===== config.mk =====
export PLATFORM = sky130hd
export DESIGN_NAME = ilv_dispatch
export DESIGN_NICKNAME = d
export VERILOG_FILES = /design/src/rtl/ilv_dispatch.sv
export SDC_FILE = /design/constraint.sdc
export NUM_CORES = 1
export LEC_CHECK = 0
export CORE_UTILIZATION = 41
export DETAILED_ROUTE_END_ITERATION = 7
export GPL_ROUTABILITY_DRIVEN = 1
export GPL_TIMING_DRIVEN = 0
export PLACE_DENSITY = 0.74
export SLEW_MARGIN = 20
export SYNTH_ARGS = -nofsm -noshare
export SYNTH_HDL_FRONTEND = slang
export SYNTH_SLANG_ARGS = --single-unit

===== constraint.sdc =====
create_clock -name clk -period 2.82 [get_ports clk]
set_input_delay 0.423 -clock clk [delete_from_list [all_inputs] [get_ports clk]]
set_output_delay 0.423 -clock clk [all_outputs]
set_load 0.03 [all_outputs]

===== src/rtl/ilv_dispatch.sv =====
module ilv_dispatch #(
  parameter int AW      = 8,
  parameter int DW      = 16,
  parameter int MEM_CYC = 4
) (
  input  logic            clk,
  input  logic            rst_n,
  input  logic            req_valid,
  output logic            req_ready,
  input  logic [AW-1:0]   req_addr,
  input  logic [DW-1:0]   req_wdata,
  input  logic            req_we,
  output logic            rsp_valid,
  output logic [DW-1:0]   rsp_data,
  output logic [3:0]      mod_en,
  output logic            mod_we,
  output logic [AW-3:0]   mod_addr,
  output logic [DW-1:0]   mod_wdata,
  input  logic [3:0]      mod_rvalid,
  input  logic [4*DW-1:0] mod_rdata
);
  localparam int NB = 4;
  localparam int BW = 2;
  localparam int CW = (MEM_CYC > 2) ? $clog2(MEM_CYC) : 1;

  logic [NB-1:0][CW-1:0] busy_cnt;
  logic [NB-1:0][DW-1:0] slot;
  logic [NB-1:0][BW-1:0] order_q;
  logic [NB-1:0]         pend, full, avail, freed;
  logic [BW-1:0]         wp, rp;
  logic [BW:0]           qn;

  wire [BW-1:0] sel  = req_addr[BW-1:0];
  wire [BW-1:0] head = order_q[rp];
  wire          fire = req_valid & req_ready;
  wire          push = fire & ~req_we;

  assign rsp_valid = (qn != '0) & full[head];
  assign rsp_data  = slot[head];
  assign freed     = rsp_valid ? (NB'(1) << head) : '0;

  always_comb
    for (int k = 0; k < NB; k++)
      avail[k] = (busy_cnt[k] == '0) && (!pend[k] || freed[k]);

  assign req_ready = avail[sel];
  assign mod_en    = fire ? (NB'(1) << sel) : '0;
  assign mod_we    = req_we;
  assign mod_addr  = req_addr[AW-1:BW];
  assign mod_wdata = req_wdata;

  always_ff @(posedge clk) begin
    if (!rst_n) begin
      busy_cnt <= '0;
      pend     <= '0;
      full     <= '0;
    end else begin
      for (int k = 0; k < NB; k++) begin
        if (mod_en[k])               busy_cnt[k] <= CW'(MEM_CYC - 1);
        else if (busy_cnt[k] != '0)  busy_cnt[k] <= busy_cnt[k] - CW'(1);
        if (mod_en[k] && !req_we)    pend[k] <= 1'b1;
        else if (freed[k])           pend[k] <= 1'b0;
        if (mod_rvalid[k])           full[k] <= 1'b1;
        else if (freed[k])           full[k] <= 1'b0;
      end
    end
  end

  always_ff @(posedge clk)
    for (int k = 0; k < NB; k++)
      if (mod_rvalid[k]) slot[k] <= mod_rdata[k*DW +: DW];

  always_ff @(posedge clk)
    if (push) order_q[wp] <= sel;

  always_ff @(posedge clk) begin
    if (!rst_n) begin
      wp <= '0;
      rp <= '0;
      qn <= '0;
    end else begin
      if (push)      wp <= wp + BW'(1);
      if (rsp_valid) rp <= rp + BW'(1);
      if (push && !rsp_valid)      qn <= qn + (BW+1)'(1);
      else if (!push && rsp_valid) qn <= qn - (BW+1)'(1);
    end
  end
endmodule


==> qor.yml <==
synth_commonest_cells: "edfxtp_1 (72), nand2_1 (25), buf_4 (24), dfxtp_1 (23), mux4_2 (18)"
synth_edf_count: 72
grt_pass1_wl_um: 13870
outcome: "complete, but fails checks"
core_um2: 9864
io_pins: 141
syn_area_um2: 4195
fillers: 749
cts_tree: "done"
ys_ff_latch: 95
worstPathMaxFanout: 8
maxSlewViolCount: 0
cp.arrival_ps: 3340
grt_pass1_vias: 2779
clk_pin_slew_ps: 90
place_hpwl_um: 6530
period_minus_slack_ps: 3060
cp-end-kind: "register"
cp.required_ps: 3100
cp_top_family: "multiplexers"
antenna_cells: 0
cts.sinks: 95
grt_start_max_net_pins: 18
yosys_warnings: 0
antenna_found_initial: 0
synth_top_area_share_pct: 51.54
drtPass1Iterations: 6
path_buf_inv: 3
place_congestion: 0.8171
syn_area_per_cell_um2: 14.47
synth-async-reset-ratio_pct: 0
min_period_over_period_pct: 108.5
dieArea_um2: 10640
slowest_stage: "mux4_2"
dr.first_iter.drc_count: 139
vias_per_cell: 4.916
drive_gt1_share_pct: 27.95
dp_slack_ps: -1131
maxSlewHeadroom_pct: 34.08
hp-class: "register to register"
synth_fp_nets: 396
seq_area_um2: 2626
violations: "setup timing"
route.detailed.drc: 0
synth_cell_types: 40
synth_ff_type: "edfxtp_1"
finish.utilization_pct: 60.53
portBuffers: 118
synth.most_common_cell: "edfxtp_1"
crit_chain: "mux4_2 -> buf_6 -> mux2i_4 -> o311ai_4 -> and4_1 -> buf_6 -> ha_4 -> inv_2 -> fa_2 -> xor2_1 -> or3_1 -> a21boi_1"
ir_worst_vdd_mv: 0.3702
clk_latency_ps: 360
nets: 541
cts_buffers: 9
wl_per_cell_um: 16.45
die_y_um: 103.2
cap_violations: 0
setup_violations: 9
yosysSeqAreaShare_pct: 62.51
leakage_uw: 0.002223
critPathMaxStageDelay_ps: 500
power_density_nw_per_um2: 737.8
overflow: 0
start_kind: "register"
synth_top_area_cell: "edfxtp_1"
syn2layout_area_growth_pct: 42.32
clock.fmax_mhz: 326.8
vias: 2817
wl_um: 9425
hold_violations: 0
rsz0062_at_grt: "yes"
syn_inst: 290
synth_area_leaders: "edfxtp_1 (52%), dfxtp_1 (11%), mux4_2 (9.7%), buf_4 (4.3%), ha_1 (2.7%)"
tightestPinTransition_ps: 985.7
cpMostUsedCell: "buf_6"
postRouteAntennaNets: 0
crit_type: "register to register"
std_cell_rows: 36
clock_skew_ps: 14.67
multiInputGateArea_um2: 1341
cts.htree.levels: 3
die_w_um: 103.2
cts.path.max_buffers: 2
fin_ws_ps: -239.8
cts-root-buf: "clkbuf_8"
grt.total_usage_pct: 17.92
initial_core_util_pct: 42.53
[report_power, final]
group          internal, uW  total (uW)  switching, uW
clock network           465         938            473
logic                   857        1710            850
registers              1680        1760           81.8
total                  3000        4410           1410
[tightest hold or removal path: stages, from the launching register on]
cell	delay (ps)
dfxtp_1	340
nand3_1	70
o31ai_1	60
[cells in the final DEF (no fill, tap or decap), types with 2 or more instances in the layout]
cell type / instances
clkdlybuf4s50_1: 96
edfxtp_1: 72
buf_4: 45
nand2_1: 25
dfxtp_1: 22
mux4_2: 18
inv_1: 15
o21ai_0: 12
buf_6: 11
clkbuf_8: 11
mux2i_1: 8
ha_1: 8
buf_2: 8
nor2b_1: 7
and2_1: 5
xnor2_1: 5
nand3_1: 5
clkbuf_2: 4
a21oi_1: 4
nor3_2: 3
nor2_1: 3
mux2_2: 3
o211ai_1: 3
buf_12: 3
clkbuf_1: 3
o31ai_1: 3
a31oi_1: 2
a32o_1: 2
and3b_1: 2
and3_1: 2
nand2b_1: 2
nand3b_1: 2
clkinv_4: 2
[metrics by stage]
stage          hold WS, ps  TNS, ps  area [um2]  power, uW  cells
2_1_floorplan        456.0   -649.2        4219       2818    290
3_3_place_gp         473.0   -10300        5567       3295    541
3_5_place_dp         483.3   -11690        5567       3349    541
4_1_cts              496.2    -2969        5876       4317    565
5_1_grt              531.2    -2516        5971       4631    573
6_report             508.4    -1009        5971       4405    573
[worst paths after layout]
path	start	endpoint	slack, ps	cells past startpoint
hold / removal	pend[2]	pend[2]	510	2
setup reg to reg	rp[0]	qn[2]	-240	12
setup / recovery	rp[0]	qn[2]	-240	12
hold reg to reg	pend[2]	pend[2]	510	2
[final cells by class]
class	count	share of cell area, %
Clock buffer	11	2.536
Inverter	16	1.006
Sequential cell	95	43.99
Multi-Input combinational cell	142	22.46
Buffer	36	4.820
Timing Repair Buffer	135	21.33
Tap cell	133	2.787
Clock inverter	5	1.069
[sequential cells by signal, indices dropped and copies added (netlist names)]
register	cells
busy_cnt	8
full	4
order_q	8
pend	4
qn	3
rp	2
slot	64
wp	2
[routing by layer]
layer	up-vias	wire length, um	global-route usage [%]
li1	1333	-	-
met1	1363	3973	22.40
met2	111	4438	30.05
met3	10	884	4.678
met4	0	130	6.501
met5	-	0	0
[what timing repair did]
item | in CTS | in global routing
pin swaps | 9 | 5
setup endpoints to repair | 24 | 19
setup buffers | 8 | 9
gates resized for setup | 102 | 60
hold buffers | 0 | 0
[logic make-up after synthesis]
kind of cell	after synthesis	share of synthesized area (%)
flops	95	62.51
fa+ha+maj	10	3.161
compound gates	31	4.623
buf+inv	53	7.516
xor+xnor	6	1.253
simple gates	63	7.724
mux	32	13.21
No activity file was read; power rests on OpenSTA's default activity.
